<file path="src/rtl/dma_pkg.sv">
package dma_pkg;

    typedef enum logic [1:0] {
        ST_IDLE  = 2'd0,
        ST_FETCH = 2'd1,
        ST_STORE = 2'd2
    } seq_st_e;

    // register word indices (reg_addr[5:2])
    localparam int REG_CFG   = 0;
    localparam int REG_MADDR = 1;
    localparam int REG_FADDR = 2;
    localparam int REG_LEN   = 3;
    localparam int REG_CMD   = 4;
    localparam int REG_HALT  = 5;
    localparam int REG_STAT  = 6;
    localparam int REG_DONE  = 7;
    localparam int REG_FAULT = 8;

    // command bit 0: direction
    localparam logic DIR_TO_FLASH = 1'b0;
    localparam logic DIR_TO_MEM   = 1'b1;

endpackage

</file>
<file path="src/rtl/word_swap.sv">
module word_swap #(
    parameter int W = 32
) (
    input  logic         en,
    input  logic [W-1:0] din,
    output logic [W-1:0] dout
);
    localparam int BYTES = W / 8;

    logic [W-1:0] rev;

    for (genvar b = 0; b < BYTES; b++) begin : g_byte
        assign rev[8*b +: 8] = din[8*(BYTES-1-b) +: 8];
    end

    assign dout = en ? rev : din;
endmodule

</file>
<file path="src/rtl/xfer_seq.sv">
module xfer_seq
    import dma_pkg::*;
#(
    parameter int AW    = 32,
    parameter int LEN_W = 16
) (
    input  logic                clk,
    input  logic                rst_n,
    input  logic                start,
    input  logic                stop,
    input  logic                dir,
    input  logic                swap_en,
    input  logic [AW-1:0]       mem_base,
    input  logic [AW-1:0]       fl_base,
    input  logic [LEN_W-3:0]    words,
    output logic                busy,
    output logic                done_evt,
    output logic                err_evt,
    output logic                mem_valid,
    output logic                mem_we,
    output logic [AW-1:0]       mem_addr,
    output logic [31:0]         mem_wdata,
    input  logic                mem_ready,
    input  logic [31:0]         mem_rdata,
    input  logic                mem_err,
    output logic                fl_valid,
    output logic                fl_we,
    output logic [AW-1:0]       fl_addr,
    output logic [31:0]         fl_wdata,
    input  logic                fl_ready,
    input  logic [31:0]         fl_rdata
);
    localparam int WORD_W = LEN_W - 2;

    typedef struct packed {
        seq_st_e            st;
        logic               dir;
        logic [AW-1:0]      maddr;
        logic [AW-1:0]      faddr;
        logic [WORD_W-1:0]  left;
        logic [31:0]        data;
    } seq_s;

    seq_s s_q, s_d;

    logic [31:0] src_data, src_swapped;
    logic        mem_hs, fl_hs;

    assign src_data = (s_q.dir == DIR_TO_MEM) ? fl_rdata : mem_rdata;

    word_swap #(.W(32)) u_swap (
        .en   (swap_en),
        .din  (src_data),
        .dout (src_swapped)
    );

    assign busy      = (s_q.st != ST_IDLE);
    assign mem_valid = ((s_q.st == ST_FETCH) && (s_q.dir == DIR_TO_FLASH)) ||
                       ((s_q.st == ST_STORE) && (s_q.dir == DIR_TO_MEM));
    assign fl_valid  = ((s_q.st == ST_FETCH) && (s_q.dir == DIR_TO_MEM)) ||
                       ((s_q.st == ST_STORE) && (s_q.dir == DIR_TO_FLASH));
    assign mem_we    = (s_q.st == ST_STORE);
    assign fl_we     = (s_q.st == ST_STORE);
    assign mem_addr  = s_q.maddr;
    assign fl_addr   = s_q.faddr;
    assign mem_wdata = s_q.data;
    assign fl_wdata  = s_q.data;
    assign mem_hs    = mem_valid && mem_ready;
    assign fl_hs     = fl_valid && fl_ready;

    always_comb begin
        s_d      = s_q;
        done_evt = 1'b0;
        err_evt  = 1'b0;
        unique case (s_q.st)
            ST_IDLE: begin
                if (start) begin
                    s_d.dir   = dir;
                    s_d.maddr = mem_base;
                    s_d.faddr = fl_base;
                    s_d.left  = words;
                    if (words == '0) done_evt = 1'b1;
                    else             s_d.st   = ST_FETCH;
                end
            end
            ST_FETCH: begin
                if (mem_hs && mem_err) begin
                    err_evt = 1'b1;
                    s_d.st  = ST_IDLE;
                end else if (mem_hs || fl_hs) begin
                    s_d.data = src_swapped;
                    s_d.st   = ST_STORE;
                end
            end
            ST_STORE: begin
                if (mem_hs && mem_err) begin
                    err_evt = 1'b1;
                    s_d.st  = ST_IDLE;
                end else if (mem_hs || fl_hs) begin
                    s_d.maddr = s_q.maddr + AW'(4);
                    s_d.faddr = s_q.faddr + AW'(4);
                    s_d.left  = s_q.left - WORD_W'(1);
                    if (s_q.left == WORD_W'(1)) begin
                        done_evt = 1'b1;
                        s_d.st   = ST_IDLE;
                    end else begin
                        s_d.st   = ST_FETCH;
                    end
                end
            end
            default: s_d.st = ST_IDLE;
        endcase
        if (stop) begin
            s_d.st   = ST_IDLE;
            done_evt = 1'b0;
            err_evt  = 1'b0;
        end
    end

    always_ff @(posedge clk or negedge rst_n) begin
        if (!rst_n) s_q <= '0;
        else        s_q <= s_d;
    end

    AST_PORTS_EXCLUSIVE: assert property (@(posedge clk) disable iff (!rst_n)
        !(mem_valid && fl_valid));
    AST_REQ_HELD: assert property (@(posedge clk) disable iff (!rst_n)
        (mem_valid && !mem_ready && !stop) |=> (mem_valid && $stable(mem_addr)));
    AST_HALT_IDLES: assert property (@(posedge clk) disable iff (!rst_n)
        stop |=> (!busy && !mem_valid && !fl_valid));
    AST_END_CLEARS_BUSY: assert property (@(posedge clk) disable iff (!rst_n)
        (done_evt || err_evt) |=> !busy);
endmodule

</file>
<file path="src/rtl/blk_xfer_dma.sv">
module blk_xfer_dma
    import dma_pkg::*;
#(
    parameter int AW    = 32,
    parameter int LEN_W = 16,
    parameter int RA_W  = 6
) (
    input  logic             clk,
    input  logic             rst_n,
    input  logic             reg_we,
    input  logic [RA_W-1:0]  reg_addr,
    input  logic [31:0]      reg_wdata,
    output logic [31:0]      reg_rdata,
    output logic             irq,
    output logic             mem_valid,
    output logic             mem_we,
    output logic [AW-1:0]    mem_addr,
    output logic [31:0]      mem_wdata,
    input  logic             mem_ready,
    input  logic [31:0]      mem_rdata,
    input  logic             mem_err,
    output logic             fl_valid,
    output logic             fl_we,
    output logic [AW-1:0]    fl_addr,
    output logic [31:0]      fl_wdata,
    input  logic             fl_ready,
    input  logic [31:0]      fl_rdata
);
    localparam int IDX_W = RA_W - 2;

    typedef struct packed {
        logic [1:0]        cfg;
        logic [AW-1:0]     maddr;
        logic [AW-1:0]     faddr;
        logic [LEN_W-1:0]  len;
        logic              cmd;
        logic [1:0]        done;
        logic              fault;
    } regs_s;

    regs_s r_q, r_d;

    logic             hit;
    int               idx;
    logic             wr_cfg, wr_maddr, wr_faddr, wr_len, wr_cmd, wr_halt, wr_done, wr_fault;
    logic             start, busy, done_evt, err_evt;
    logic [IDX_W-1:0] idx_bits;

    assign idx_bits = reg_addr[RA_W-1:2];
    assign idx      = int'(idx_bits);
    assign hit      = reg_we && (reg_addr[1:0] == 2'b00);
    assign wr_cfg   = hit && (idx == REG_CFG);
    assign wr_maddr = hit && (idx == REG_MADDR);
    assign wr_faddr = hit && (idx == REG_FADDR);
    assign wr_len   = hit && (idx == REG_LEN);
    assign wr_cmd   = hit && (idx == REG_CMD);
    assign wr_halt  = hit && (idx == REG_HALT);
    assign wr_done  = hit && (idx == REG_DONE);
    assign wr_fault = hit && (idx == REG_FAULT);
    assign start    = wr_cmd && !busy;

    xfer_seq #(.AW(AW), .LEN_W(LEN_W)) u_seq (
        .clk       (clk),
        .rst_n     (rst_n),
        .start     (start),
        .stop      (wr_halt),
        .dir       (reg_wdata[0]),
        .swap_en   (r_q.cfg[1]),
        .mem_base  (r_q.maddr),
        .fl_base   (r_q.faddr),
        .words     (r_q.len[LEN_W-1:2]),
        .busy      (busy),
        .done_evt  (done_evt),
        .err_evt   (err_evt),
        .mem_valid (mem_valid),
        .mem_we    (mem_we),
        .mem_addr  (mem_addr),
        .mem_wdata (mem_wdata),
        .mem_ready (mem_ready),
        .mem_rdata (mem_rdata),
        .mem_err   (mem_err),
        .fl_valid  (fl_valid),
        .fl_we     (fl_we),
        .fl_addr   (fl_addr),
        .fl_wdata  (fl_wdata),
        .fl_ready  (fl_ready),
        .fl_rdata  (fl_rdata)
    );

    always_comb begin
        r_d = r_q;
        if (wr_cfg)   r_d.cfg   = reg_wdata[1:0];
        if (wr_maddr) r_d.maddr = reg_wdata[AW-1:0];
        if (wr_faddr) r_d.faddr = reg_wdata[AW-1:0];
        if (wr_len)   r_d.len   = reg_wdata[LEN_W-1:0];
        if (start)    r_d.cmd   = reg_wdata[0];
        if (wr_done)  r_d.done  = 2'b00;
        if (wr_fault) r_d.fault = 1'b0;
        if (done_evt) r_d.done  = r_d.done | 2'b01;
        if (err_evt) begin
            r_d.done  = r_d.done | 2'b10;
            r_d.fault = 1'b1;
        end
    end

    always_ff @(posedge clk or negedge rst_n) begin
        if (!rst_n) r_q <= '0;
        else        r_q <= r_d;
    end

    always_comb begin
        reg_rdata = '0;
        if (reg_addr[1:0] == 2'b00) begin
            case (idx)
                REG_CFG:   reg_rdata = {30'd0, r_q.cfg};
                REG_MADDR: reg_rdata = 32'(r_q.maddr);
                REG_FADDR: reg_rdata = 32'(r_q.faddr);
                REG_LEN:   reg_rdata = 32'(r_q.len);
                REG_CMD:   reg_rdata = {31'd0, r_q.cmd};
                REG_STAT:  reg_rdata = {31'd0, busy};
                REG_DONE:  reg_rdata = {30'd0, r_q.done};
                REG_FAULT: reg_rdata = {31'd0, r_q.fault};
                default:   reg_rdata = '0;
            endcase
        end
    end

    assign irq = |r_q.done;

    AST_DONE_RAISES_IRQ: assert property (@(posedge clk) disable iff (!rst_n)
        done_evt |=> irq);
    AST_FAULT_STICKY: assert property (@(posedge clk) disable iff (!rst_n)
        (r_q.fault && !wr_fault) |=> r_q.fault);
    AST_ERR_STOPS: assert property (@(posedge clk) disable iff (!rst_n)
        err_evt |=> (!busy && irq));
    AST_BUSY_CMD_KEEPS: assert property (@(posedge clk) disable iff (!rst_n)
        (busy && wr_cmd && !wr_halt && !done_evt && !err_evt) |=> busy);
endmodule

</file>
<file path="config.mk">
export PLATFORM = sky130hd
export DESIGN_NAME = blk_xfer_dma
export DESIGN_NICKNAME = d
export VERILOG_FILES = /design/src/rtl/dma_pkg.sv /design/src/rtl/word_swap.sv /design/src/rtl/xfer_seq.sv /design/src/rtl/blk_xfer_dma.sv
export SDC_FILE = /design/constraint.sdc
export NUM_CORES = 1
export LEC_CHECK = 0
export BUFFER_PORTS_ARGS = -buffer_cell sky130_fd_sc_hd__buf_2
export CAP_MARGIN = 10
export CORE_MARGIN = 4
export CORE_UTILIZATION = 45
export CTS_CLUSTER_DIAMETER = 200
export CTS_CLUSTER_SIZE = 14
export DETAILED_ROUTE_END_ITERATION = 10
export PLACE_DENSITY = 0.72
export SLEW_MARGIN = 10
export SYNTH_ARGS = -nofsm -noshare
export SYNTH_HDL_FRONTEND = slang
export SYNTH_HIERARCHICAL = 1
export SYNTH_SLANG_ARGS = --single-unit
</file>
<file path="constraint.sdc">
create_clock -name clk -period 3.6 [get_ports clk]
set_input_delay 0.18 -clock clk [delete_from_list [all_inputs] [get_ports clk]]
set_output_delay 0.18 -clock clk [all_outputs]
set_load 0.005 [all_outputs]
</file>
==> metrics.md <==
| Metric | Value |
|---|---|
| Sequential Power Share | `39.6%` |
| Clock-pin transition on the worst setup and hold timing paths | `0.08 ns` |
| CTS tree | `built` |
| Max frequency | `319 MHz` |
| Total global routing overflow | `0` |
| Min-delay worst type | `input pin to flip-flop` |
| Vias in the first global route | `10500` |
| Critical path type | `flip-flop to flip-flop` |
| Net Sw Frac | `40.9%` |
| Post-CTS sizing | `0` |
| Core ar. | `27900 um^2` |
| Simple-gate portion of the synthesized area | `13.7%` |
| Gpl congestion | `0.930` |
| Post-synthesis compound-gate area fraction | `14.0%` |
| CP Launch Type | `flip-flop` |
| Post-Syn Area per Cell | `10.3 um^2` |
| Via/cell ratio | `5.98` |
| Gr usage total | `23.8%` |
| Drt drc | `0` |
| Post-Syn Area | `12800 um^2` |
| Sequential fraction of the synthesis area | `38.9%` |
| N_diodes | `0` |
| Data required, critical path | `3.91 ns` |
| 1st-pass router iterations | `6` |
| Die Area | `31200 um^2` |
| Initial Util | `45.8%` |
| Main combinational cell family by area after synthesis | `multiplexers` |
| Root Buffer | `clkbuf_16` |
| Commonest non-fill, non-tap cell in the layout | `buf_2` |
| Initial antenna violation count | `0` |
| Share of layout cells above drive strength 1 | `37.4%` |
| CTS Sinks | `199` |
| First-pass GRT wire length | `59200 um` |
| Nets | `1495` |
| Row cnt | `61` |
| Via count | `10600` |
| Syn_nets | `1364` |
| Peak VDD IR | `369 uV` |
| Clock share of power | `20.6%` |
| Clock Skew | `0.00871 ns` |
| PD cells | `660 nW/um^2` |
| H-tree depth | `4` |
| Post-synth EDFFs | `0` |
| Die width | `177 um` |
| Arrival @ worst endpoint | `3.45 ns` |
| Switch Pwr | `3860 uW` |
| Post-synth cell types | `81` |
| Clk buf depth | `2` |
| Post-DP HPWL | `27800 um` |
| Final hold vios | `0` |
| Status | `complete, no violations` |
| Slew @ Worst Pin | `1.03 ns` |
| Slew HR | `31.5%` |
| Final worst-path cycle share | `87.1%` |
| CP max FO | `20` |
| Synth Instances | `1248` |
| Die height | `177 um` |
| Inserted Clock Buffers | `17` |
| Adder-Cell Fraction of Synth Area | `0.782%` |
| Synth Flop Type | `dfrtp_1` |
| XOR/XNOR Fraction of Synth Area | `0.0684%` |
| Internal power | `5570 uW` |
| Tot Pwr | `9430 uW` |
| Async SR Flop Fraction | `100%` |
| Port Buffers | `272` |
| Combinational power share | `39.7%` |
| Mux share of post-synthesis cell area | `20.9%` |
| Synthesized flop and latch total | `199` |
| Final ANT Viol Nets | `0` |
| Setup Viol. Count Final | `0` |
| I/O pin cnt | `273` |
| P&R area growth vs syn | `11.6%` |
| Max cap viols | `0` |
| Min cycle time layout | `3.14 ns` |
| CP Capture Type | `flip-flop` |
| Skew-Pair Late Insertion Delay | `0.43 ns` |
| Cell leakage power | `0.00651 uW` |
| Pins Over Slew Limit | `0` |
| Largest net degree at the start of global routing | `93` |
| WL/cell | `21.8 um` |
| Iteration-0 DRC Markers | `951` |
| Post-Route WL | `38700 um` |
| RSZ-0062 raised after global routing | `no` |
| Yosys warning total | `6` |
| Most frequent cells in the layout | `buf_2 (271), dfrtp_1 (197), mux2_2 (100)` |
| Final setup TNS | `0 ns` |
-- cell families (layout without fill, tap and decap cells) --
| logic type | Yosys count | in the layout |
|---|---|---|
| buf+inv | 230 | 374 |
| compound gates | 265 | 265 |
| simple gates | 326 | 326 |
| xor+xnor | 1 | 1 |
| mux | 219 | 219 |
| flops | 199 | 199 |
| fa+ha+maj | 8 | 8 |
-- power groups by stage --
stage / clock [uW] / sequential, uW / combinational [uW]
after floorplan: 0 / 3410 / 3220
after global placement: 0 / 3720 / 3590
after detailed placement: 0 / 3760 / 3690
after CTS: 1990 / 3720 / 3720
after global routing: 2070 / 3840 / 4070
final: 1950 / 3740 / 3750
-- worst paths after layout --
| check | start | end | slack (ns) | depth (start not counted) |
|---|---|---|---|---|
| worst max-delay path | u_seq/s_q[111]$_DFFE_PN0P_ | u_seq/mem_addr[31]$_DFFE_PN0P_ | 0.46 | 10 |
| worst min-delay path | reg_wdata[1] | r_q[21]$_DFFE_PN0P_ | 0.02 | 2 |
| worst max register to register | u_seq/s_q[111]$_DFFE_PN0P_ | u_seq/mem_addr[31]$_DFFE_PN0P_ | 0.46 | 10 |
| worst min register to register | u_seq/fl_addr[0]$_DFFE_PN0P_ | u_seq/fl_addr[0]$_DFFE_PN0P_ | 0.48 | 2 |
| max in group asynchronous | rst_n | r_q[10]$_DFFE_PN0P_ | 2.36 | 3 |
| min in group asynchronous | rst_n | u_seq/fl_wdata[23]$_DFFE_PN0P_ | 0.39 | 2 |
-- layout make-up --
class	instances	area (um^2)
Tap cell	378	473
Sequential cell	199	4980
Clock buffer	18	429
Inverter	18	67.6
Timing Repair Buffer	324	1840
Clock inverter	14	160
Multi-Input combinational cell	819	6340
Fill cell	2572	13600
-- stage by stage --
| step | instances | utilization (%) | worst slack, ns | area [um^2] | hold slack (ns) |
|---|---|---|---|---|---|
| 3_5_place_dp | 1716 | 48.3 | 0.472 | 13500 | 0.333 |
| 2_1_floorplan | 1248 | - | 0.976 | 12800 | -0.116 |
| 6_report | 1770 | 51.2 | 0.465 | 14300 | 0.0199 |
| 5_1_grt | 1770 | 51.2 | 0.330 | 14300 | 0.00712 |
| 4_1_cts | 1770 | 51.2 | 0.567 | 14300 | 0.00330 |
| 3_3_place_gp | 1716 | 48.3 | 0.610 | 13500 | 0.315 |
-- what timing repair did --
item,in CTS,in global routing
hold buffers,22,0
endpoints found under the hold margin,131,0
buffers inserted,0,0
-- synth_stat cells, drive strengths merged, types with 8 or more instances --
cell	n	area, um^2
a22oi	45	338
and4	9	78.8
o22ai	22	138
nor2	69	278
buf	166	1260
mux2	198	2450
clkbuf	46	173
nand2	68	268
nor3	36	180
dfrtp	199	4980
nand3	32	160
inv	18	67.6
a21oi	56	280
and3	20	125
nor4	23	150
nand4	26	163
o21ai	55	279
ha	8	100
a211oi	10	75.1
mux2i	20	204
-- worst max-delay path: stages, from the launching register on --
cell and delay, ns:
dfrtp_1 0.41, inv_1 0.11, ha_1 0.19, inv_1 0.13, nor3b_2 0.60, nand2b_1 0.33
o21ai_1 0.23, nor2_4 0.34, buf_4 0.33, nand4_1 0.16, o311a_1 0.17
-- registers in the layout (all words and copies together), names as in the netlist --
register        flops
r_q                86
u_seq/fl_addr      32
u_seq/fl_wdata     32
u_seq/mem_addr     32
u_seq/s_q          17
-- per-layer routing --
metal  routed length (um)  track usage [%]  share of wire (%)
met5                    0                0                  0
met3                 3710             6.54                9.6
met2                18600             39.3                 48
met4                  869             7.45                2.2
met1                15500             30.6                 40
No activity file was read; power rests on OpenSTA's default activity.
